`src/rtl/fan_slew_pkg.sv`:
```
package fan_slew_pkg;

    localparam int DUTY_W = 8;
    localparam int NUM_CH = 2;

    typedef logic [DUTY_W-1:0] duty_t;

    typedef enum logic [2:0] {
        RATE_1  = 3'd0,
        RATE_2  = 3'd1,
        RATE_3  = 3'd2,
        RATE_5  = 3'd3,
        RATE_8  = 3'd4,
        RATE_12 = 3'd5,
        RATE_24 = 3'd6,
        RATE_48 = 3'd7
    } rate_e;

    typedef struct packed {
        logic  en;
        rate_e rate;
    } chan_cfg_t;

    // index 1 is channel B (bits 7:4), index 0 is channel A (bits 3:0)
    typedef chan_cfg_t [NUM_CH-1:0] ctrl_reg_t;

    function automatic duty_t step_for(rate_e r);
        case (r)
            RATE_1:  return duty_t'(1);
            RATE_2:  return duty_t'(2);
            RATE_3:  return duty_t'(3);
            RATE_5:  return duty_t'(5);
            RATE_8:  return duty_t'(8);
            RATE_12: return duty_t'(12);
            RATE_24: return duty_t'(24);
            default: return duty_t'(48);
        endcase
    endfunction

    function automatic duty_t approach(duty_t cur, duty_t tgt, duty_t step);
        duty_t gap;
        if (tgt > cur) begin
            gap = tgt - cur;
            return (gap <= step) ? tgt : duty_t'(cur + step);
        end else if (tgt < cur) begin
            gap = cur - tgt;
            return (gap <= step) ? tgt : duty_t'(cur - step);
        end
        return cur;
    endfunction

endpackage

```
`src/rtl/fan_slew_cfg.sv`:
```
module fan_slew_cfg
    import fan_slew_pkg::*;
(
    input  logic      clk,
    input  logic      rst,
    input  logic      wr,
    input  logic [7:0] wdata,
    input  logic      lock_req,
    output ctrl_reg_t cfg,
    output logic      locked
);

    ctrl_reg_t cfg_q;
    logic      locked_q;
    logic      wr_ok;

    assign wr_ok = wr && !locked_q && !lock_req;

    always_ff @(posedge clk) begin
        if (rst) begin
            cfg_q    <= '0;
            locked_q <= 1'b0;
        end else begin
            if (wr_ok)
                cfg_q <= ctrl_reg_t'(wdata);
            if (lock_req)
                locked_q <= 1'b1;
        end
    end

    assign cfg    = cfg_q;
    assign locked = locked_q;

    a_r8_lock_sticky: assert property (@(posedge clk) disable iff (rst)
        locked_q |=> locked_q);
    a_r8_frozen: assert property (@(posedge clk) disable iff (rst)
        (locked_q || lock_req) |=> $stable(cfg_q));
    a_r2_write_lands: assert property (@(posedge clk) disable iff (rst)
        (wr && !locked_q && !lock_req) |=> (cfg_q == ctrl_reg_t'($past(wdata))));

endmodule

```
`src/rtl/fan_slew_timer.sv`:
```
module fan_slew_timer #(
    parameter int SLOT_CYCLES = 20_000_000
) (
    input  logic clk,
    input  logic rst,
    output logic tick
);

    localparam int CW = (SLOT_CYCLES > 1) ? $clog2(SLOT_CYCLES) : 1;
    localparam logic [CW-1:0] LAST = CW'(SLOT_CYCLES - 1);

    logic [CW-1:0] cnt_q;

    always_ff @(posedge clk) begin
        if (rst)
            cnt_q <= '0;
        else if (cnt_q == LAST)
            cnt_q <= '0;
        else
            cnt_q <= cnt_q + 1'b1;
    end

    assign tick = (cnt_q == LAST);

    generate
        if (SLOT_CYCLES > 1) begin : g_spacing
            a_r10_tick_spacing: assert property (@(posedge clk) disable iff (rst)
                tick |=> !tick);
        end
    endgenerate

endmodule

```
`src/rtl/fan_slew_chan.sv`:
```
module fan_slew_chan
    import fan_slew_pkg::*;
(
    input  logic      clk,
    input  logic      rst,
    input  chan_cfg_t cfg,
    input  logic      tick,
    input  duty_t     target,
    output duty_t     duty,
    output logic      spin_off
);

    duty_t duty_q;
    duty_t step;

    assign step = step_for(cfg.rate);

    always_ff @(posedge clk) begin
        if (rst)
            duty_q <= '0;
        else if (!cfg.en)
            duty_q <= target;
        else if (tick)
            duty_q <= approach(duty_q, target, step);
    end

    assign duty     = duty_q;
    assign spin_off = cfg.en;

    a_r4_follow: assert property (@(posedge clk) disable iff (rst)
        !cfg.en |=> (duty_q == $past(target)));
    a_r5_hold_between_slots: assert property (@(posedge clk) disable iff (rst)
        (cfg.en && !tick) |=> (duty_q == $past(duty_q)));
    a_r6_no_overshoot_up: assert property (@(posedge clk) disable iff (rst)
        (cfg.en && tick && duty_q <= target) |=>
            (duty_q <= $past(target) && duty_q >= $past(duty_q)));
    a_r6_no_overshoot_down: assert property (@(posedge clk) disable iff (rst)
        (cfg.en && tick && duty_q >= target) |=>
            (duty_q >= $past(target) && duty_q <= $past(duty_q)));

endmodule

```
`src/rtl/fan_slew_top.sv`:
```
module fan_slew_top
    import fan_slew_pkg::*;
#(
    parameter int SLOT_CYCLES = 20_000_000
) (
    input  logic       clk,
    input  logic       rst,
    input  logic       cfg_wr,
    input  logic [7:0] cfg_wdata,
    output logic [7:0] cfg_rdata,
    input  logic       lock_req,
    output logic       cfg_locked,
    input  logic [7:0] target_a,
    input  logic [7:0] target_b,
    output logic [7:0] duty_a,
    output logic [7:0] duty_b,
    output logic       spinup_off_a,
    output logic       spinup_off_b
);

    ctrl_reg_t cfg;
    logic      tick;
    duty_t     tgt  [NUM_CH];
    duty_t     duty [NUM_CH];
    logic      spin [NUM_CH];

    fan_slew_cfg u_cfg (
        .clk      (clk),
        .rst      (rst),
        .wr       (cfg_wr),
        .wdata    (cfg_wdata),
        .lock_req (lock_req),
        .cfg      (cfg),
        .locked   (cfg_locked)
    );

    fan_slew_timer #(.SLOT_CYCLES(SLOT_CYCLES)) u_timer (
        .clk  (clk),
        .rst  (rst),
        .tick (tick)
    );

    assign tgt[0] = target_a;
    assign tgt[1] = target_b;

    generate
        for (genvar ch = 0; ch < NUM_CH; ch++) begin : g_ch
            fan_slew_chan u_chan (
                .clk      (clk),
                .rst      (rst),
                .cfg      (cfg[ch]),
                .tick     (tick),
                .target   (tgt[ch]),
                .duty     (duty[ch]),
                .spin_off (spin[ch])
            );
        end
    endgenerate

    assign cfg_rdata    = 8'(cfg);
    assign duty_a       = duty[0];
    assign duty_b       = duty[1];
    assign spinup_off_a = spin[0];
    assign spinup_off_b = spin[1];

endmodule

```
`config.mk`:
```
export PLATFORM = sky130hd
export DESIGN_NAME = fan_slew_top
export DESIGN_NICKNAME = d
export VERILOG_FILES = /design/src/rtl/fan_slew_pkg.sv /design/src/rtl/fan_slew_cfg.sv /design/src/rtl/fan_slew_timer.sv /design/src/rtl/fan_slew_chan.sv /design/src/rtl/fan_slew_top.sv
export SDC_FILE = /design/constraint.sdc
export NUM_CORES = 1
export LEC_CHECK = 0
export BUFFER_PORTS_ARGS = -buffer_cell sky130_fd_sc_hd__buf_2
export CAP_MARGIN = 20
export CORE_AREA = 2 2 110 112
export CTS_BUF_LIST = sky130_fd_sc_hd__clkbuf_4
export DETAILED_ROUTE_END_ITERATION = 7
export DIE_AREA = 0 0 112 114
export PLACE_DENSITY = 0.71
export SLEW_MARGIN = 20
export SYNTH_ARGS = -nofsm -noshare
export SYNTH_HDL_FRONTEND = slang
export SYNTH_SLANG_ARGS = --single-unit
```
`constraint.sdc`:
```
create_clock -name clk -period 5.8 [get_ports clk]
set_input_delay 1.74 -clock clk [delete_from_list [all_inputs] [get_ports clk]]
set_output_delay 1.74 -clock clk [all_outputs]
set_load 0.02 [all_outputs]
```
# [Word level (Yosys, flattened, before mapping)]
# Cells that the tools add are included.
[totals] output_inout_bits=27 input_bits=28 regBits=50 elab_cells=77
[op_classes] n_eq_ne=17 n_reduce_logical=9 n_mux=26 n_lt_le_gt_ge=8 add_sub_neg=9
[ops] cell="2-to-1 mux 8 bit" n=14
[ops] cell="case mux 6 bit (7 select lines)" n=2
[ops] cell="less-or-equal comparator 8 x 6 -> 1 bit" n=4
[ops] cell="subtractor 8 bit" n=4
[ops] cell="adder 25 x 1 -> 25 bit (second input constant)" n=1
[ops] cell="== test 25 bit (second input constant)" n=1
[ops] cell="== test 3 bit (second input constant)" n=6
[ops] cell="adder 8 x 6 -> 8 bit" n=2
[ops] cell="> comparator 8 bit" n=2
[ops] cell="less-than comparator 8 bit" n=2
[ops] cell="subtractor 8 x 6 -> 8 bit" n=2
[ops] cell="== test 3 x 2 -> 1 bit (second input constant)" n=4
[ops] cell="2-to-1 mux 1 bit" n=10
[ops] cell="inequality test 2 x 1 -> 1 bit (second input constant)" n=4
[ops] cell="== test 3 x 1 -> 1 bit (second input constant)" n=2
[ops] cell="zero test 3 bit" n=2
[ops] cell="AND reduction 2 bit" n=2
[ops] cell="logical AND 1 bit" n=2
[ops] cell="zero test 1 bit" n=2
[ops] cell="OR reduction 2 bit" n=1

# [Depth between registers and ports, before layout]
# Gate-level depths: netlist of run 1.
[depth] word_depth=9 depth_mapped=17

# [By module]
# Synthesis of run 1 repeated with hierarchy kept, for this count alone.
[hier_totals] cells_unflattened=747 hier_area_um2=5983.2
[by_module_without_submodules] mod="fan_slew_chan at g_ch[1].u_chan" n_inst=1 seq_area_each_um2=160.2 area_per_inst_um2=2268.4 cells_each=292
[by_module_without_submodules] mod="fan_slew_chan at g_ch[0].u_chan" n_inst=1 seq_area_each_um2=160.2 area_per_inst_um2=2103.3 cells_each=275
[by_module_without_submodules] mod="fan_slew_timer" n_inst=1 seq_area_each_um2=500.5 area_per_inst_um2=1214.9 cells_each=142
[by_module_without_submodules] mod="fan_slew_cfg" n_inst=1 seq_area_each_um2=180.2 area_per_inst_um2=396.6 cells_each=38

# [Least setup slack after synthesis of run 1]
# OpenSTA, ideal clock, no wires.
[synth_timing] path_kind="input-to-reg" startpoint="in target_b[1]" endpoint="reg g_ch[1].u_chan.duty_q[0]" required_ps=5685 arrival_ps=4797 n_path_buf=0 slack_ps=888 setup_time_ps=115 cell_stages=15 path_cell_list="inv_1 ha_1 nor2b_1 o21ai_1 nand2_1 a21o_1 a21oi_1 xnor2_1 ha_1 a211oi_1 a21oi_1 or4_1 o31a_1 mux2_2 o21a_1"
[synth_between] elab_chain_len=8 word_cells_on_any_way=20 classes_between="add/sub (2); order compare (4); eq/ne (1); mux (12); reduce/logical (1)"
[synth_lines] element="start, declared" line_no="fan_slew_top.sv:14" rtl="input logic [7:0] target_b,"
[synth_lines] element="subtractor 8 bit / less-than comparator 8 bit (equally long branches)" line_no="fan_slew_pkg.sv:46, fan_slew_pkg.sv:45"
[synth_lines] element="less-or-equal comparator 8 x 6 -> 1 bit / 2-to-1 mux 1 bit (equally long branches)" line_no="fan_slew_pkg.sv:47, fan_slew_pkg.sv:45"
[synth_lines] element="2-to-1 mux 8 bit / 2-to-1 mux 1 bit (equally long branches)" line_no="fan_slew_pkg.sv:47, fan_slew_pkg.sv:42"
[synth_lines] element="2-to-1 mux 8 bit / 2-to-1 mux 1 bit (equally long branches)" line_no="fan_slew_pkg.sv:45, fan_slew_chan.sv:23"
[synth_lines] element="2-to-1 mux 8 bit / 2-to-1 mux 1 bit (equally long branches)" line_no="fan_slew_pkg.sv:42, fan_slew_chan.sv:21"
[synth_lines] element="2-to-1 mux 8 bit / 2-to-1 mux 1 bit (equally long branches)" line_no="fan_slew_pkg.sv:49, fan_slew_chan.sv:19"
[synth_lines] element="2-to-1 mux 8 bit / inequality test 2 x 1 -> 1 bit (equally long branches)"
[synth_lines] element="2-to-1 mux 8 bit / AND reduction 2 bit (equally long branches)"
[synth_lines] element="end signal, assigned" line_no="fan_slew_chan.sv:22" rtl="duty_q <= target;"
[synth_lines] element="end signal, assigned" line_no="fan_slew_chan.sv:24" rtl="duty_q <= approach(duty_q, target, step);"
[synth_lines] element="end, declared" line_no="fan_slew_chan.sv:13" rtl="duty_t duty_q;"
# Several ways; a longest one is shown, not always the timed one. The select of a mux whose other input is x is not followed.
# A chain may end at the register's enable or synchronous reset.

# [Worst setup path after layout of run 1]
# Same ends and word-level chain as after synthesis.

==> flow_summary_export.csv, run 1 <==
group,metric,value,unit
worst_setup_path,path_class,"in2reg",
run,maxCapViolCount,0,
worst_setup_path,cpMaxStageDelayCell,"or4_1",
cts,cts_tree,"built",
sta,worstMarginPinSlew,0.796,ns
outcome,status,"complete, no violations",
hold_path,holdPathStages,1,
drt,dr_total_vias,5376,
cts,htree_levels,2,
hold_path,hold_class,"reg2reg",
logic_synthesis,synth_edf_count,0,
logic_synthesis,synth_nets,841,
sta,slew-limit-headroom,0.469,
drt,first_pass_iters,5,
drt,drt-initial-drc-count,349,
die,std_cell_rows,40,
die,ios,55,
logic_synthesis,syn_area_per_cell,7.77,sq um
placement,dpl.cell_count,901,
logic_synthesis,ys_warn_count,0,
grt,grt_start_max_net_pins,29,
worst_setup_path,arrival,5.24,ns
worst_setup_path,reg2reg_from,"g_ch[1].u_chan.duty[1]$_SDFFE_PP0P_",
sta,min_period_over_period,0.853,
drt,drc_errors,0,
die,start_util,0.484,
die,core-area,11700,sq um
logic_synthesis,async_reset_ff_frac,0,
worst_setup_path,end_kind,"register",
sta,fmax,202,MHz
logic_synthesis,synthFlopType,"dfxtp_1",
layout,final_cell_mix,"nor2_1 (76), ha_1 (76), inv_1 (69), buf_2 (54), a21oi_1 (53)",
cts,cts_root_buffer,"clkbuf_4",
worst_setup_path,timing.rr.end,"g_ch[1].u_chan.duty[0]$_SDFFE_PP0P_",
worst_setup_path,crit_path_max_incr_delay,0.56,ns
sta,finalHoldViolCount,0,
worst_setup_path,r2r_setup_slack,1.86,ns
cts,clock_sinks,50,
power,power.leakage,0.00274,uW
sta,slew_viol_final,0,
logic_synthesis,synth-seq-area-share,0.177,
power,finalPower,1250,uW
layout,instances_no_fill,909,
layout,area_growth,6.96,%
logic_synthesis,netlist_instances,729,
worst_setup_path,startpoint_type,"input pin",
cts,clock_latency,0.41,ns
worst_setup_path,crit_fanout,7,
cts,post_cts_buffers,0,
worst_setup_path,critPathBufInv,2,
grt,grt_pass1_vias,5273,
grt,grt_pass1_wl,25.1,mm
power,peakVddDrop,0.154,mV
worst_setup_path,cp.required,6.10,ns
power,powerDensity,206,nW/um^2
layout,nets,873,
drt,detail_route.wl_per_cell,16.3,microns
worst_setup_path,cp_top_family,"compound AO/OA/AOI/OAI gates",
logic_synthesis,ys_seq_elements,50,
worst_setup_path,cp_cell_sequence,"buf_2 > inv_1 > ha_1 > nor2b_1 > o21ai_1 > nand2_1 > a21o_1 > a21oi_1 > xnor2_1 > ha_1 > a211oi_1 > a21oi_1 > or4_1 > o31a_1 > mux2_2 > o21a_1",
die,die_h,114,microns
hold_path,whs_endpoint,"u_timer.cnt_q[0]$_SDFF_PP0_",
logic_synthesis,synth_area,5660,sq um
hold_path,hp-start,"u_timer.cnt_q[0]$_SDFF_PP0_",
placement,port-buffer-count,54,
cts,path_clk_slew,0.16,ns
logic_synthesis,synth_top_area_share,0.177,
sta,grt_setup_unrepaired,"no",
cts,clockBufferDepth,2,
drt,antenna_left,0,
logic_synthesis,synth_top_cell_by_area,"dfxtp_1",
die,die-area,12800,sq um
logic_synthesis,synth_area_leaders,"dfxtp_1 (18%), ha_1 (17%), nor2_1 (5.0%), xor2_1 (4.8%), a21oi_1 (4.7%)",
worst_setup_path,worst_r2r_path_depth,14,
layout,num-fill-cells,1145,
layout,diodes,0,
drt,drt_wl_total,14.8,mm
grt,antenna_found_initial,0,
sta,setup_violations,0,
cts,cts_hold_buffers,0,
layout,drive_gt1_frac,0.106,
drt,viasPerCell,5.91,
grt,overflow,0,
placement,gp_routability_congestion,0.900,
logic_synthesis,ys_types,79,
sta,tns,0,ns
grt,grt_util_all_layers,0.238,
placement,hpwl,11.8,mm
cts,cts-resized-gates,0,
die,die-width,112,microns
sta,skew,0.0327,ns
cts,cts-buffers-inserted,5,
sta,period_needed,4.95,ns
## cell usage after synthesis, types with 4 or more instances
| master | number |
|---|---|
| a211oi_1 | 8 |
| a21o_1 | 10 |
| a21oi_1 | 53 |
| a311oi_1 | 5 |
| a31oi_1 | 5 |
| and2_1 | 6 |
| and3_1 | 6 |
| and4_1 | 4 |
| buf_2 | 7 |
| clkbuf_1 | 20 |
| dfxtp_1 | 50 |
| fa_1 | 8 |
| ha_1 | 76 |
| inv_1 | 69 |
| mux2i_1 | 10 |
| nand2_1 | 48 |
| nand2b_1 | 12 |
| nand3_1 | 23 |
| nand4_1 | 15 |
| nor2_1 | 76 |
| nor2b_1 | 16 |
| nor3_1 | 14 |
| o21a_1 | 13 |
| o21ai_0 | 19 |
| o21bai_1 | 9 |
| o22ai_1 | 5 |
| o31a_1 | 5 |
| xnor2_1 | 27 |
| xor2_1 | 31 |
## registers in the layout, indices dropped and copies added, names as in the netlist
register and cells:
g_ch.u_chan.duty 16, u_cfg.locked 1, u_timer.cnt_q 25, u_cfg.cfg 8
## stage by stage
stage / util / hold WS [ns] / setup slack [ns] / area, sq um
2_1_floorplan: - / 0.438 / 0.888 / 5660
3_3_place_gp: 0.512 / 0.458 / 0.523 / 5990
3_5_place_dp: 0.512 / 0.475 / 0.448 / 5990
4_1_cts: 0.517 / 0.513 / 0.873 / 6060
5_1_grt: 0.517 / 0.549 / 0.502 / 6060
6_report: 0.517 / 0.505 / 0.854 / 6060
## cell type report
type	count	area (sq um)	area share
Clock buffer	5	37.5	0.00620
Clock inverter	3	28.8	0.00475
Inverter	69	259	0.0428
Multi-Input combinational cell	579	4260	0.704
Sequential cell	50	1000	0.165
Tap cell	147	184	0.0304
Timing Repair Buffer	56	285	0.0471
## how the worst max path moves through the flow
stage                                          endpoint  slack [ns]  cells after the start   startpoint
floorplan           g_ch[1].u_chan.duty[0]$_SDFFE_PP0P_        0.89                     15  target_b[1]
global placement    g_ch[1].u_chan.duty[0]$_SDFFE_PP0P_        0.52                     16  target_b[1]
detailed placement  g_ch[1].u_chan.duty[7]$_SDFFE_PP0P_        0.45                     16  target_b[1]
CTS                 g_ch[1].u_chan.duty[0]$_SDFFE_PP0P_        0.87                     16  target_b[1]
global route        g_ch[1].u_chan.duty[4]$_SDFFE_PP0P_        0.50                     16  target_b[1]
finish              g_ch[1].u_chan.duty[0]$_SDFFE_PP0P_        0.85                     16  target_b[1]
## where the power goes
part | internal (uW) | switching, uW
clock network | 52.2 | 138
registers | 360 | 33.2
logic | 281 | 386
total | 693 | 557
## kinds of logic (layout without fill, tap and decap cells)
logic type	Yosys count	in the layout	synth area share
adder cells (fa/ha/maj)	84	84	0.196
AND/OR/NAND/NOR	245	245	0.218
buffers and inverters	100	133	0.0707
flip-flops	50	50	0.177
AO/OA/AOI/OAI	181	181	0.229
multiplexers	11	11	0.0197
XOR/XNOR	58	58	0.0897
## worst register-to-register path, stage by stage (launching register included)
cell      delay, ns
dfxtp_1        0.60
ha_1           0.33
nor2b_1        0.14
o21ai_1        0.15
nand2_1        0.11
a21o_1         0.18
a21oi_1        0.16
xnor2_1        0.14
ha_1           0.27
a211oi_1       0.23
a21oi_1        0.12
or4_1          0.56
o31a_1         0.36
mux2_2         0.31
o21a_1         0.16
## routing by layer
layer,up-vias,share of wire,wire [microns],global-route usage
li1,2637,-,-,-
met1,2547,0.46,6860,0.320
met2,158,0.45,6730,0.397
met3,34,0.056,826,0.0324
met4,0,0.026,381,0.0764
met5,-,0,0,0
Power figures use the tool's default switching activity.
==> run 2: changes to the inputs <==
==> constraint.sdc (replaced) <==
create_clock -name clk -period 5.8 [get_ports clk]
set_input_delay 0.58 -clock clk [delete_from_list [all_inputs] [get_ports clk]]
set_output_delay 0.58 -clock clk [all_outputs]
set_load 0.02 [all_outputs]
==> flow_summary_export.csv, run 2 (same netlist as run 1, synthesis figures left out) <==
group,metric,value,unit
outcome,status,"complete, no violations",
worst_setup_path,end_kind,"register",
cts,htree_levels,2,
layout,nets,871,
sta,min_period_over_period,0.719,
grt,antenna_found_initial,0,
power,p_switching,561,uW
drt,dr_total_vias,5415,
cts,path_clk_slew,0.17,ns
drt,drt_wl_total,14.8,mm
drt,antenna_left,0,
worst_setup_path,reg2reg_from,"g_ch[0].u_chan.duty[1]$_SDFFE_PP0P_",
worst_setup_path,path_class,"reg2reg",
sta,fmax,240,MHz
drt,detail_route.wl_per_cell,16.4,microns
hold_path,hold_class,"in2reg",
layout,drive_gt1_frac,0.104,
hold_path,holdPathStages,3,
placement,dpl.cell_count,899,
sta,setup_violations,0,
worst_setup_path,timing.rr.end,"g_ch[0].u_chan.duty[0]$_SDFFE_PP0P_",
die,std_cell_rows,40,
sta,slew-limit-headroom,0.492,
cts,clock_latency,0.43,ns
layout,area_growth,6.69,%
sta,finalHoldViolCount,0,
layout,largest_register_ffs,25,
cts,cts_root_buffer,"clkbuf_4",
drt,viasPerCell,5.97,
placement,port-buffer-count,54,
grt,overflow,0,
worst_setup_path,crit_start,"g_ch[0].u_chan.duty[1]$_SDFFE_PP0P_",
die,start_util,0.484,
power,p_int,690,uW
die,die-width,112,microns
sta,period_needed,4.17,ns
worst_setup_path,cp.required,6.15,ns
layout,final_cell_mix,"nor2_1 (76), ha_1 (76), inv_1 (69), buf_2 (54), a21oi_1 (53)",
die,die_h,114,microns
layout,num-fill-cells,1162,
power,power.leakage,0.00273,uW
sta,slew_viol_final,0,
power,seqPwrFrac,0.314,
grt,grt_pass1_vias,5164,
die,ios,55,
run,maxCapViolCount,0,
drt,drt-initial-drc-count,405,
placement,gp_routability_congestion,0.903,
power,peakVddDrop,0.142,mV
grt,grt_pass1_wl,24.6,mm
drt,drc_errors,0,
worst_setup_path,worst_r2r_path_depth,15,
worst_setup_path,critical_path.endpoint,"g_ch[0].u_chan.duty[0]$_SDFFE_PP0P_",
grt,grt_util_all_layers,0.234,
worst_setup_path,crit_fanout,10,
sta,worstMarginPinSlew,0.761,ns
worst_setup_path,arrival,4.52,ns
drt,first_pass_iters,6,
cts,post_cts_buffers,0,
power,switching_share,0.449,
die,core-area,11700,sq um
cts,clockBufferDepth,2,
sta,tns,0,ns
sta,skew,0.0155,ns
die,die-area,12800,sq um
worst_setup_path,r2r_setup_slack,1.63,ns
sta,grt_setup_unrepaired,"no",
layout,largest_register,"u_timer.cnt_q",
layout,diodes,0,
grt,grt_start_max_net_pins,29,
cts,clock_sinks,50,
cts,cts_hold_buffers,0,
power,powerDensity,207,nW/um^2
cts,cts-resized-gates,0,
placement,hpwl,11.9,mm
power,combPwrFrac,0.527,
layout,instances_no_fill,907,
worst_setup_path,startpoint_type,"register",
cts,cts_tree,"built",
cts,cts-buffers-inserted,5,
power,power_frac_clock,0.159,
==> run 2: cell count changes in the layout (fill, tap and decap cells not counted), sizes merged <==
cell / delta
buf: -2
clkinv: -1
inv: +1
==> run 2: power groups by stage <==
stage               registers (uW)  logic [uW]  clock network (uW)
global placement               398         634                   0
finish                         393         660                 199
floorplan                      404         490                   0
CTS                            392         652                 205
global route                   396         735                 214
detailed placement             400         647                   0
==> run 2: worst max-delay path: stages, from the launching register on <==
cell and delay [ns]:
dfxtp_1 0.59, inv_1 0.21, ha_1 0.24, a21oi_1 0.14, o21ai_0 0.19, a21o_1 0.23
a21oi_1 0.16, xnor2_1 0.09, ha_1 0.31, o221ai_1 0.12, nor3b_1 0.31, a21bo_2 0.18
nand4_1 0.44, o21ai_1 0.50, mux2i_1 0.13, a211oi_1 0.25
==> run 2: area by class of cell <==
class                           instances  area (sq um)  share of cell area
Tap cell                              147           184              0.0304
Multi-Input combinational cell        579          4260               0.705
Sequential cell                        50          1000               0.166
Inverter                               69           259              0.0429
Timing Repair Buffer                   54           270              0.0447
Clock inverter                          3          28.8             0.00476
Clock buffer                            5          37.5             0.00621
==> run 2: per-layer routing <==
layer | share of wire | wire length (microns) | vias up | track usage
li1 | - | - | 2632 | -
met1 | 0.46 | 6870 | 2571 | 0.322
met2 | 0.45 | 6660 | 190 | 0.381
met3 | 0.070 | 1040 | 22 | 0.0430
met4 | 0.018 | 260 | 0 | 0.0618
met5 | 0 | 0 | - | 0
==> run 2: stage by stage <==
stage / utilization / power (uW) / worst slack [ns] / area, sq um / hold WS [ns]
3_3_place_gp: 0.510 / 1030 / 1.65 / 5980 / 0.458
6_report: 0.516 / 1250 / 1.63 / 6040 / 0.369
3_5_place_dp: 0.510 / 1050 / 1.49 / 5980 / 0.470
2_1_floorplan: - / 894 / 2.05 / 5660 / 0.438
4_1_cts: 0.516 / 1250 / 1.75 / 6040 / 0.351
5_1_grt: 0.516 / 1350 / 1.29 / 6040 / 0.375
==> run 2: worst min path at each step <==
stage                                      startpoint                           to  slack (ns)
after global placement      u_cfg.locked$_SDFFE_PP0P_    u_cfg.locked$_SDFFE_PP0P_        0.46
after CTS                                    lock_req    u_cfg.locked$_SDFFE_PP0P_        0.35
after detailed placement  u_timer.cnt_q[0]$_SDFF_PP0_  u_timer.cnt_q[0]$_SDFF_PP0_        0.47
final                                        lock_req    u_cfg.locked$_SDFFE_PP0P_        0.37
after global routing                     cfg_wdata[6]    u_cfg.cfg[6]$_SDFFE_PP0P_        0.38
after floorplan           u_timer.cnt_q[0]$_SDFF_PP0_  u_timer.cnt_q[0]$_SDFF_PP0_        0.44
==> run 3: changes to the inputs <==
--- a/config.mk
+++ b/config.mk
@@ -11,7 +11,7 @@
 export CTS_BUF_LIST = sky130_fd_sc_hd__clkbuf_4
 export DETAILED_ROUTE_END_ITERATION = 7
 export DIE_AREA = 0 0 112 114
-export PLACE_DENSITY = 0.71
+export PLACE_DENSITY = 0.74
 export SLEW_MARGIN = 20
 export SYNTH_ARGS = -nofsm -noshare
 export SYNTH_HDL_FRONTEND = slang
==> constraint.sdc (replaced) <==
create_clock -name clk -period 3.7 [get_ports clk]
set_input_delay 0.37 -clock clk [delete_from_list [all_inputs] [get_ports clk]]
set_output_delay 0.37 -clock clk [all_outputs]
set_load 0.02 [all_outputs]
==> flow_summary_export.csv, run 3 (same netlist as run 1, synthesis figures left out) <==
group,metric,value,unit
cts,cts_tree,"built",
layout,area_growth,11.3,%
sta,fin_ws,0.104,ns
cts,htree_levels,2,
die,ios,55,
power,p_switching,874,uW
placement,port-buffer-count,54,
layout,largest_register_ffs,25,
worst_setup_path,cp.required,4.01,ns
cts,clock_latency,0.40,ns
power,switching_share,0.433,
sta,setup_violations,0,
placement,hpwl,11.2,mm
cts,cts_root_buffer,"clkbuf_4",
grt,grt_pass1_vias,4926,
cts,cts-buffers-inserted,5,
placement,place_area,6150,sq um
die,core-area,11700,sq um
layout,largest_register,"u_timer.cnt_q",
power,p_int,1150,uW
drt,drt-initial-drc-count,385,
worst_setup_path,arrival,3.90,ns
placement,gp_routability_congestion,0.882,
sta,min_period_over_period,0.972,
drt,drt_wl_total,14.2,mm
drt,dr_total_vias,5276,
sta,period_needed,3.60,ns
sta,hold_ws,0.177,ns
cts,cts_hold_buffers,0,
sta,fmax,278,MHz
worst_setup_path,crit_fanout,5,
worst_setup_path,end_kind,"register",
grt,grt_util_all_layers,0.219,
sta,slew_viol_final,0,
drt,viasPerCell,5.66,
die,die-width,112,microns
placement,dp_worst_setup_slack,-0.0845,ns
worst_setup_path,startpoint_type,"register",
cts,clock_sinks,50,
die,die-area,12800,sq um
sta,finalHoldViolCount,0,
layout,drive_gt1_frac,0.154,
power,powerDensity,321,nW/um^2
drt,first_pass_iters,5,
outcome,status,"complete, no violations",
grt,antenna_found_initial,1,
drt,drc_errors,0,
die,std_cell_rows,40,
sta,slew-limit-headroom,0.502,
power,combPwrFrac,0.566,
layout,nets,895,
die,die_h,114,microns
run,maxCapViolCount,0,
die,start_util,0.484,
grt,grt_pass1_wl,23.1,mm
sta,worstMarginPinSlew,0.746,ns
drt,antenna_left,0,
hold_path,hold_class,"in2reg",
grt,grt_start_max_net_pins,29,
worst_setup_path,path_class,"reg2reg",
cts,clockBufferDepth,2,
power,power.leakage,0.00287,uW
power,peakVddDrop,0.174,mV
cts,path_clk_slew,0.16,ns
sta,skew,0.0185,ns
layout,final_cell_area,6300,sq um
layout,final_cell_mix,"nor2_1 (76), ha_1 (75), inv_1 (67), buf_2 (54), a21oi_1 (50)",
worst_setup_path,r2r_setup_slack,0.10,ns
power,seqPwrFrac,0.299,
power,power_frac_clock,0.135,
grt,overflow,0,
layout,final_common_cell,"nor2_1",
drt,detail_route.wl_per_cell,15.2,microns
## run 3: changes by cell type in the layout (fill, tap and decap cells not counted), moves of 2 or more
cell,delta
nor2b_1,-2
buf_4,+23
dfxtp_1,-2
a211oi_1,-3
a21oi_1,-3
nor2b_2,+2
a211oi_2,+3
a21oi_2,+3
inv_1,-2
o21ai_2,+2
## run 3: repair_timing
item / CTS / global route
endpoints found under the setup margin: 0 / 16
resized for setup: 0 / 26
setup buffers: 0 / 1
## run 3: critical path, stage by stage (launching register included)
cell and delay [ns]:
dfxtp_1 0.37, ha_1 0.29, nor2b_1 0.14, o21ai_2 0.14, nand2_1 0.11, a21o_1 0.20
a21oi_2 0.15, xnor2_1 0.13, ha_1 0.29, a211oi_2 0.30, a21oi_2 0.09, or4_4 0.42
o31a_1 0.40, mux2_4 0.33, o21a_1 0.16
## run 3: layout make-up
cell class              count  area [sq um]
clock inverters             3          21.3
diodes                      1          2.50
repair buffers             78           454
flip-flops and latches     50          1010
clock buffers               5          37.5
inverters                  69           262
well taps                 147           184
multi-input cells         579          4340
fillers                  1160          5410
## run 3: per-layer routing
metal	track usage	wire length [microns]	vias up
met2	0.356	6320	137
met5	0	0	-
met4	0.0569	227	0
met3	0.0298	835	19
li1	-	-	2686
met1	0.308	6790	2434
## run 3: power by group through the flow
stage                     sequential (uW)  clock (uW)  combinational (uW)
after floorplan                       634           0                 768
after global routing                  609         313                1260
final                                 604         273                1140
after detailed placement              614           0                1080
after CTS                             603         287                1080
after global placement                614           0                1070
## run 3: final timing paths
| path | from | end | depth (start not counted) |
|---|---|---|---|
| setup / recovery | g_ch[1].u_chan.duty[1]$_SDFFE_PP0P_ | g_ch[1].u_chan.duty[0]$_SDFFE_PP0P_ | 14 |
| hold / removal | lock_req | u_cfg.locked$_SDFFE_PP0P_ | 3 |
| setup reg to reg | g_ch[1].u_chan.duty[1]$_SDFFE_PP0P_ | g_ch[1].u_chan.duty[0]$_SDFFE_PP0P_ | 14 |
| hold reg to reg | u_timer.cnt_q[0]$_SDFF_PP0_ | u_timer.cnt_q[0]$_SDFF_PP0_ | 1 |
## run 3: through the flow
step	util	total power (uW)	cells	setup TNS, ns
after global routing	0.538	2190	932	-0.0165
after detailed placement	0.525	1690	922	-0.423
after CTS	0.530	1970	930	0
after global placement	0.525	1680	922	-0.0307
final	0.538	2020	932	0
after floorplan	-	1400	729	0
